[config.mk]
export PLATFORM = sky130hd
export DESIGN_NAME = nmi_line_ctrl
export DESIGN_NICKNAME = d
export VERILOG_FILES = /design/src/rtl/nmi_line_pkg.sv /design/src/rtl/nmi_sync.sv /design/src/rtl/nmi_detect.sv /design/src/rtl/nmi_regs.sv /design/src/rtl/nmi_line_ctrl.sv
export SDC_FILE = /design/constraint.sdc
export NUM_CORES = 1
export LEC_CHECK = 0
export ABC_AREA = 1
export BUFFER_PORTS_ARGS = -buffer_cell sky130_fd_sc_hd__buf_2
export CAP_MARGIN = 15
export CORE_MARGIN = 4
export CORE_UTILIZATION = 30
export CTS_CLUSTER_SIZE = 24
export DETAILED_ROUTE_END_ITERATION = 10
export MAX_ROUTING_LAYER = met4
export PLACE_DENSITY = 0.84
export SLEW_MARGIN = 20
export SYNTH_ARGS = -nofsm -noshare
export SYNTH_HDL_FRONTEND = slang
export SYNTH_SLANG_ARGS = --single-unit
[constraint.sdc]
create_clock -name clk_i -period 1 [get_ports clk_i]
set_clock_uncertainty 0.2 [all_clocks]
set_input_delay 0.1 -clock clk_i [delete_from_list [all_inputs] [get_ports clk_i]]
set_output_delay 0.1 -clock clk_i [all_outputs]
set_load 0.01 [all_outputs]
[src/rtl/nmi_line_pkg.sv]
package nmi_line_pkg;

  typedef enum logic [1:0] {
    TRIG_LVL_LO    = 2'd0,
    TRIG_EDGE_FALL = 2'd1,
    TRIG_LVL_HI    = 2'd2,
    TRIG_EDGE_RISE = 2'd3
  } trig_e;

  typedef struct packed {
    logic [7:0] ctl;
    logic [7:0] pnd;
    logic [7:0] ena;
  } reg_map_t;

  function automatic reg_map_t map_of(input int sel);
    reg_map_t m;
    case (sel)
      1:       m = '{ctl: 8'h00, pnd: 8'h04, ena: 8'h34};
      2:       m = '{ctl: 8'h0C, pnd: 8'h10, ena: 8'h40};
      default: m = '{ctl: 8'h00, pnd: 8'h04, ena: 8'h08};
    endcase
    return m;
  endfunction

endpackage

[src/rtl/nmi_sync.sv]
module nmi_sync #(
  parameter int   STAGES  = 2,
  parameter logic RST_VAL = 1'b1
) (
  input  logic clk_i,
  input  logic rst_ni,
  input  logic d_i,
  output logic q_o
);
  logic [STAGES-1:0] q;

  generate
    if (STAGES == 1) begin : g_one
      always_ff @(posedge clk_i or negedge rst_ni)
        if (!rst_ni) q <= RST_VAL;
        else         q <= d_i;
    end else begin : g_chain
      always_ff @(posedge clk_i or negedge rst_ni)
        if (!rst_ni) q <= {STAGES{RST_VAL}};
        else         q <= {q[STAGES-2:0], d_i};
    end
  endgenerate

  assign q_o = q[STAGES-1];
endmodule

[src/rtl/nmi_detect.sv]
module nmi_detect
  import nmi_line_pkg::*;
(
  input  logic  clk_i,
  input  logic  rst_ni,
  input  logic  lvl_i,
  input  trig_e mode_i,
  output logic  evt_o
);
  logic prev_q;

  always_ff @(posedge clk_i or negedge rst_ni)
    if (!rst_ni) prev_q <= 1'b1;
    else         prev_q <= lvl_i;

  always_comb begin
    unique case (mode_i)
      TRIG_LVL_LO:    evt_o = ~lvl_i;
      TRIG_EDGE_FALL: evt_o = prev_q & ~lvl_i;
      TRIG_LVL_HI:    evt_o = lvl_i;
      TRIG_EDGE_RISE: evt_o = ~prev_q & lvl_i;
      default:        evt_o = 1'b0;
    endcase
  end


  edge_needs_change_chk: assert property (@(posedge clk_i) disable iff (!rst_ni)
    (evt_o && (mode_i == TRIG_EDGE_RISE || mode_i == TRIG_EDGE_FALL)) |=> $changed(prev_q));
endmodule

[src/rtl/nmi_regs.sv]
module nmi_regs
  import nmi_line_pkg::*;
#(
  parameter int ADDR_W  = 8,
  parameter int DATA_W  = 32,
  parameter int MAP_SEL = 0
) (
  input  logic              clk_i,
  input  logic              rst_ni,
  input  logic              req_i,
  input  logic              we_i,
  input  logic [ADDR_W-1:0] addr_i,
  input  logic [DATA_W-1:0] wdata_i,
  output logic [DATA_W-1:0] rdata_o,
  input  logic              evt_i,
  output trig_e             mode_o,
  output logic              irq_o
);
  localparam reg_map_t MAP = map_of(MAP_SEL);
  localparam logic [ADDR_W-1:0] A_CTL = ADDR_W'(MAP.ctl);
  localparam logic [ADDR_W-1:0] A_PND = ADDR_W'(MAP.pnd);
  localparam logic [ADDR_W-1:0] A_ENA = ADDR_W'(MAP.ena);

  trig_e             mode_q;
  logic              pend_q, en_q;
  logic [DATA_W-1:0] rdata_q, rd_val;
  logic              wr, rd, ack_wr;

  assign wr     = req_i & we_i;
  assign rd     = req_i & ~we_i;
  assign ack_wr = wr && addr_i == A_PND && wdata_i[0];

  always_ff @(posedge clk_i or negedge rst_ni)
    if (!rst_ni) begin
      mode_q <= TRIG_LVL_LO;
      en_q   <= 1'b0;
    end else if (wr) begin
      if (addr_i == A_CTL) mode_q <= trig_e'(wdata_i[1:0]);
      if (addr_i == A_ENA) en_q   <= wdata_i[0];
    end

  // new event outranks acknowledge
  always_ff @(posedge clk_i or negedge rst_ni)
    if (!rst_ni)     pend_q <= 1'b0;
    else if (evt_i)  pend_q <= 1'b1;
    else if (ack_wr) pend_q <= 1'b0;

  always_comb begin
    rd_val = '0;
    if (addr_i == A_CTL)      rd_val[1:0] = mode_q;
    else if (addr_i == A_PND) rd_val[0]   = pend_q;
    else if (addr_i == A_ENA) rd_val[0]   = en_q;
  end

  always_ff @(posedge clk_i or negedge rst_ni)
    if (!rst_ni)  rdata_q <= '0;
    else if (rd)  rdata_q <= rd_val;

  assign rdata_o = rdata_q;
  assign mode_o  = mode_q;
  assign irq_o   = pend_q & en_q;


  evt_beats_ack_chk: assert property (@(posedge clk_i) disable iff (!rst_ni)
    (evt_i && ack_wr) |=> pend_q);

  ack_clears_chk: assert property (@(posedge clk_i) disable iff (!rst_ni)
    (ack_wr && !evt_i) |=> !pend_q);

  pend_sticky_chk: assert property (@(posedge clk_i) disable iff (!rst_ni)
    (pend_q && !ack_wr) |=> pend_q);

  disable_masks_chk: assert property (@(posedge clk_i) disable iff (!rst_ni)
    (wr && addr_i == A_ENA && !wdata_i[0]) |=> !irq_o);

  rdata_hold_chk: assert property (@(posedge clk_i) disable iff (!rst_ni)
    !rd |=> $stable(rdata_o));
endmodule

[src/rtl/nmi_line_ctrl.sv]
module nmi_line_ctrl
  import nmi_line_pkg::*;
#(
  parameter int ADDR_W     = 8,
  parameter int MAP_SEL    = 0,
  parameter int SYNC_STAGE = 2
) (
  input  logic              clk_i,
  input  logic              rst_ni,
  input  logic              line_i,
  input  logic              bus_req_i,
  input  logic              bus_we_i,
  input  logic [ADDR_W-1:0] bus_addr_i,
  input  logic [31:0]       bus_wdata_i,
  output logic [31:0]       bus_rdata_o,
  output logic              irq_o
);
  logic  line_s, evt;
  trig_e mode;

  nmi_sync #(.STAGES(SYNC_STAGE), .RST_VAL(1'b1)) i_sync (
    .clk_i, .rst_ni, .d_i(line_i), .q_o(line_s)
  );

  nmi_detect i_detect (
    .clk_i, .rst_ni, .lvl_i(line_s), .mode_i(mode), .evt_o(evt)
  );

  nmi_regs #(.ADDR_W(ADDR_W), .DATA_W(32), .MAP_SEL(MAP_SEL)) i_regs (
    .clk_i, .rst_ni,
    .req_i(bus_req_i), .we_i(bus_we_i), .addr_i(bus_addr_i),
    .wdata_i(bus_wdata_i), .rdata_o(bus_rdata_o),
    .evt_i(evt), .mode_o(mode), .irq_o
  );
endmodule

==> results of run 1 <==
[Yosys cell counts]
cell | n | area [sq um]
nor2_2 | 2 | 12.51
inv_1 | 12 | 45.04
o21ai_1 | 2 | 10.01
nand2_2 | 2 | 12.51
buf_4 | 30 | 225.2
a21oi_1 | 1 | 5.000
nor2_1 | 6 | 22.52
nand2_1 | 17 | 63.81
dfrtp_1 | 6 | 150.1
inv_2 | 1 | 3.750
nor2_4 | 1 | 11.26
o31ai_1 | 1 | 7.510
nand3_1 | 8 | 40.04
dfstp_2 | 3 | 78.83
o21ai_2 | 1 | 8.760
conb_1 | 1 | 3.750
[worst max-delay path: cells and delay by family (launching register included)]
family                 cells  cell delay (ns)
and+or+nand+nor            1             0.06
buffers and inverters      2             0.17
DFF                        1             0.37
[report_power, final]
part	switching [W]	internal (W)	total (W)
Clock	0.000125	0.000147	0.000272
Combinational	0.0000983	0.0000451	0.000143
Sequential	0.00000597	0.000379	0.000385
[how the worst min path moves through the flow]
| stage | end | slack, ns | cells after the start |
|---|---|---|---|
| floorplan | i_regs.en_q$_DFFE_PN0P_ | -0.40 | 0 |
| global placement | i_regs.rdata_o[1]$_DFFE_PN0P_ | -0.24 | 1 |
| detailed placement | i_regs.rdata_o[1]$_DFFE_PN0P_ | -0.24 | 1 |
| CTS | i_regs.rdata_o[1]$_DFFE_PN0P_ | -0.07 | 4 |
| global route | i_regs.mode_o[0]$_DFFE_PN0P_ | -0.05 | 3 |
| finish | i_regs.mode_o[0]$_DFFE_PN0P_ | -0.06 | 3 |
[final cells by class]
class,instances,area [sq um]
Clock buffer,3,22.52
Tap cell,28,35.03
Clock inverter,1,5.005
Timing Repair Buffer,23,141.4
Inverter,13,48.80
Sequential cell,9,229.0
Fill cell,251,1419
Multi-Input combinational cell,71,311.5
[metrics by stage]
step                      hold slack [ns]  TNS (ns)  instance area, sq um
final                            -0.05676   -0.4899                 793.3
after global routing             -0.04565   -0.7952                 793.3
after CTS                        -0.07235   -0.5304                 784.5
after detailed placement          -0.2411   -0.3898                 711.9
after global placement            -0.2438   -0.3408                 711.9
after floorplan                   -0.3956  -0.08440                 809.5
[flip-flops by register name, indices dropped and copies added, names as in the netlist]
signal and count:
i_detect.prev_q 1, i_regs.en_q 1, i_regs.mode_o 2, i_regs.pend_q 1, i_regs.rdata_o 2, i_sync.q 2
[layer usage]
metal	global-route usage, %	share of wire [%]
met2	12.19	54
met4	1.017	0
met1	7.832	35
met5	-	0
met3	4.368	11
[what timing repair did]
action                                  in CTS  in global routing
gates cloned                                 0                  0
pin swaps                                    1                  1
endpoints found under the setup margin       4                  7
setup buffers                                2                  0
hold endpoints to repair                    15                  2
gates resized for setup                      0                  2
[kinds of logic (layout without fill, tap and decap cells)]
logic type             after synthesis  count (layout)  synth area share [%]
AOI/OAI and AO/OA                    5               5                 4.464
buffers and inverters               43              40                 39.11
DFF                                  9               9                 32.68
other                                1              30                0.5352
and+or+nand+nor                     36              36                 23.21
==> flow_summary.toml, run 1 <==
[run_status]
outcome = "complete, but fails checks"
failed_checks = "negative hold slack, negative setup slack"

[pwr]
leakagePower_nw = 0.4667
ir_drop_mv = 1.079
total_power_w = 0.0008006
p_per_area_nw_per_um2 = 1009

[yosys]
mappedNetlistArea_sq_um = 700.7
ys_seq_area_share_pct = 32.68
syn_inst = 94
yosysWarnings = 0
synth_cell_types = 16
syn_area_per_cell_sq_um = 7.454
ys_ff_latch = 9

[finish]
fin_cells = 148
syn_to_final_growth_pct = 13.21
layout_commonest_cell = "conb_1"
diodes = 0
num-nets-final = 166
final_core_util_pct = 35.86
layout_common_cells = "conb_1, nand2_1, buf_2"
drive_above_1_share_pct = 29.17

[worst_setup_path]
r2r-end = "i_regs.pend_q$_DFFE_PN0P_"
r2r_cells = 4
path_class = "flop to output port"
path_cells = "nand2_1 -> inv_1 -> buf_2"
setup.worst_path.end = "irq_o"
endpoint_kind = "output port"
ff2ff_setup_slack_ns = -0.15
cp-startpoint = "i_regs.en_q$_DFFE_PN0P_"
critPathRequiredTime_ns = 0.70
slowest_stage = "dfrtp_1"
cpPeakStageDelay_ns = 0.37
timing.rr.start = "i_detect.prev_q$_DFF_PN1_"
crit_fanout = 2
crit_arrival_ns = 0.85
critPathLaunchType = "flop"

[global_route]
antenna_found_initial = 0
grt_pass1_vias = 437
grt-ovfl-total = 0
grt_max_degree = 10
track_usage_pct = 7.387
grt_pass1_wl_um = 1787

[sta]
timing.final.ws_setup_ns = -0.1485
setup_viol = 5
timing.hold.ws_ns = -0.05676
final-max-slew-violation-count = 0
final.min_clock_period_ns = 1.149
rsz0062_at_grt = "true"
hold_viol_final = 3
fmax_ghz = 0.8707
finalCritPeriodShare_pct = 114.9

[drt]
ant_nets = 0
drc = 0
post_drt_wl_per_cell_um = 7.723
drt_pass1_iterations = 4
dr.first_iter.drc_count = 3
vias = 524
drt_wl_total_um = 1143
via_per_inst = 3.541

[clocking]
htreeDepth = 1
cts_tree = "built"
clk_latency_ns = 0.26
clock_sinks = 9
cts_buffer_depth = 2
path_clk_slew_ns = 0.06
hold_buffers = 3
cts_inserted_buffers = 3
root_buffer = "clkbuf_4"

[hold_path]
holdCritPathClass = "input port to flop"
hold_path.startpoint = "bus_wdata_i[0]"

[place]
post-dp-hpwl_um = 943.4
dp_slack_ns = -0.1213
portBuffers = 17
place_congestion = 0.7706
dp.cells = 139

[floorplanning]
start_util_pct = 31.67
design.core.area_sq_um = 2212
io_pins = 78
dieArea_sq_um = 3173
die_w_um = 56.33
fp-row-count = 17
die_y_um = 56.33

[flow_run]
cap_viol_max_count = 0
Power figures use the tool's default switching activity.
==> run 2: changes to the inputs <==
CELL_PAD_IN_SITES_DETAIL_PLACEMENT = 2   (was default)
CELL_PAD_IN_SITES_GLOBAL_PLACEMENT = 2   (was default)
CORE_UTILIZATION = 13   (was 30)
PLACE_DENSITY = 0.82   (was 0.84)
==> run 2 against run 1 <==
Compared with the run above:
- the run still ends with negative hold slack, negative setup slack left
- design area grew 13%
- utilization shrank 18 points
- setup slack gained 0.0047 ns
- non-clock buffer count shrank 1
- sequential power is essentially flat
- power grew 19%
- worst hold slack gained 0.029 ns
- fmax grew 0.41%
- first-iteration DRC count shrank 33%
- die area grew 110%
- critical endpoint is now i_regs.pend_q$_DFFE_PN0P_
- largest cell class unchanged
- largest power group is now the clock network
- highest routed layer unchanged
==> flow_summary.toml, run 2 (synthesis results as in run 1) <==
[run_status]
outcome = "complete, but fails checks"
failed_checks = "negative hold slack, negative setup slack"

[worst_setup_path]
r2r_cells = 4
slowest_stage = "dfstp_2"
path_class = "flop to flop"
cpPeakStageDelay_ns = 0.53
crit_arrival_ns = 1.11
critPathLaunchType = "flop"
endpoint_kind = "flop"
critPathRequiredTime_ns = 0.97
crit_fanout = 2
path_cells = "nor2_2 -> o31ai_2 -> inv_1 -> nand2_1"

[clocking]
hold_buffers = 3
path_clk_slew_ns = 0.05
clk_latency_ns = 0.23
cts_tree = "built"
clock_sinks = 9
htreeDepth = 1
cts_inserted_buffers = 3
root_buffer = "clkbuf_8"
cts_buffer_depth = 2

[sta]
timing.final.ws_setup_ns = -0.1438
fmax_ghz = 0.8743
setup_viol = 5
rsz0062_at_grt = "true"
hold_viol_final = 3
finalCritPeriodShare_pct = 114.4
setup-tns-final_ns = -0.4327
final.min_clock_period_ns = 1.144
timing.hold.ws_ns = -0.02727
final-max-slew-violation-count = 0

[global_route]
grt_max_degree = 10
antenna_found_initial = 0
track_usage_pct = 5.186
grt_pass1_vias = 609
grt_pass1_wl_um = 2601
grt-ovfl-total = 0

[floorplanning]
dieArea_sq_um = 6628
die_y_um = 81.42
start_util_pct = 13.55
io_pins = 78
design.core.area_sq_um = 5172
die_w_um = 81.42
fp-row-count = 26

[pwr]
p_per_area_nw_per_um2 = 1061
ir_drop_mv = 0.4069
total_power_w = 0.0009528
leakagePower_nw = 0.4774

[hold_path]
holdCritPathClass = "input port to flop"
min_path_cells = 3

[drt]
dr.first_iter.drc_count = 2
post_drt_wl_per_cell_um = 8.799
drt_wl_total_um = 1663
vias = 562
ant_nets = 0
via_per_inst = 2.974
drc = 0
drt_pass1_iterations = 3

[finish]
multi_input_area_sq_um = 344.1
num-nets-final = 165
fill_cells = 619
layout_commonest_cell = "conb_1"
diodes = 0
layout_common_cells = "conb_1, buf_2, nand2_1"
syn_to_final_growth_pct = 28.21
regArea_sq_um = 229.0
stdcell_area_sq_um = 898.4
drive_above_1_share_pct = 35.29

[place]
placement.cell_area_sq_um = 764.5
portBuffers = 17
place_congestion = 0.6949
post-dp-hpwl_um = 1473

[flow_run]
cap_viol_max_count = 0
## run 2: cell types whose count changed in the layout (fill, tap and decap cells not counted), moves of 3 or more
cell / delta
nand3_1: -3
clkbuf_8: +3
clkbuf_4: -3
nand3_2: +3
## run 2: where the power goes
| part | switching [W] | internal [W] | total [W] |
|---|---|---|---|
| clock network | 0.000135 | 0.000277 | 0.000412 |
| registers | 0.00000780 | 0.000380 | 0.000388 |
| logic | 0.000105 | 0.0000470 | 0.000152 |
## run 2: per-stage QoR
stage                     worst slack (ns)  instances  util (%)
final                              -0.1438        189     17.37
after CTS                          -0.1659        189     16.72
after global placement             -0.1072        181     14.78
after floorplan                   -0.08440        123         -
after detailed placement           -0.1529        181     14.78
after global routing               -0.2027        189     17.37
## run 2: final timing paths
kind	to	slack, ns	startpoint
hold reg to reg	i_sync.q[1]$_DFF_PN1_	0.16	i_sync.q[0]$_DFF_PN1_
setup / recovery	i_regs.pend_q$_DFFE_PN0P_	-0.14	i_detect.prev_q$_DFF_PN1_
hold / removal	i_regs.mode_o[0]$_DFFE_PN0P_	-0.03	bus_wdata_i[0]
setup reg to reg	i_regs.pend_q$_DFFE_PN0P_	-0.14	i_detect.prev_q$_DFF_PN1_
max in group asynchronous	i_detect.prev_q$_DFF_PN1_	0.30	rst_ni
min in group asynchronous	i_regs.mode_o[1]$_DFFE_PN0P_	0.05	rst_ni
## run 2: final cells by class
class	count	area share (%)
sequential	9	25.49
multi-input combinational	71	38.30
inverter	13	5.432
tap	70	9.749
clock buffer	4	5.014
timing repair buffer	22	16.02
## run 2: timing repair
| action | in CTS | in global routing |
|---|---|---|
| buffers inserted | 1 | 0 |
| gates cloned | 0 | 0 |
| endpoints found under the hold margin | 14 | 2 |
| pin swaps | 2 | 8 |
| endpoints found under the setup margin | 6 | 7 |
| resized for setup | 4 | 10 |
## run 2: per-layer routing
layer / up-vias / global-route usage (%) / routed length [um]
li1: 272 / - / -
met1: 262 / 5.364 / 610
met2: 28 / 9.283 / 887
met3: 0 / 2.083 / 165
met4: 0 / 1.014 / 0
met5: - / - / 0
## run 2: worst max-delay path, delay by kind of cell, from the launching register on
| family | cells | cell delay [ns] |
|---|---|---|
| flip-flops | 1 | 0.53 |
| buffers and inverters | 1 | 0.06 |
| AND/OR/NAND/NOR | 2 | 0.10 |
| AO/OA/AOI/OAI | 1 | 0.20 |
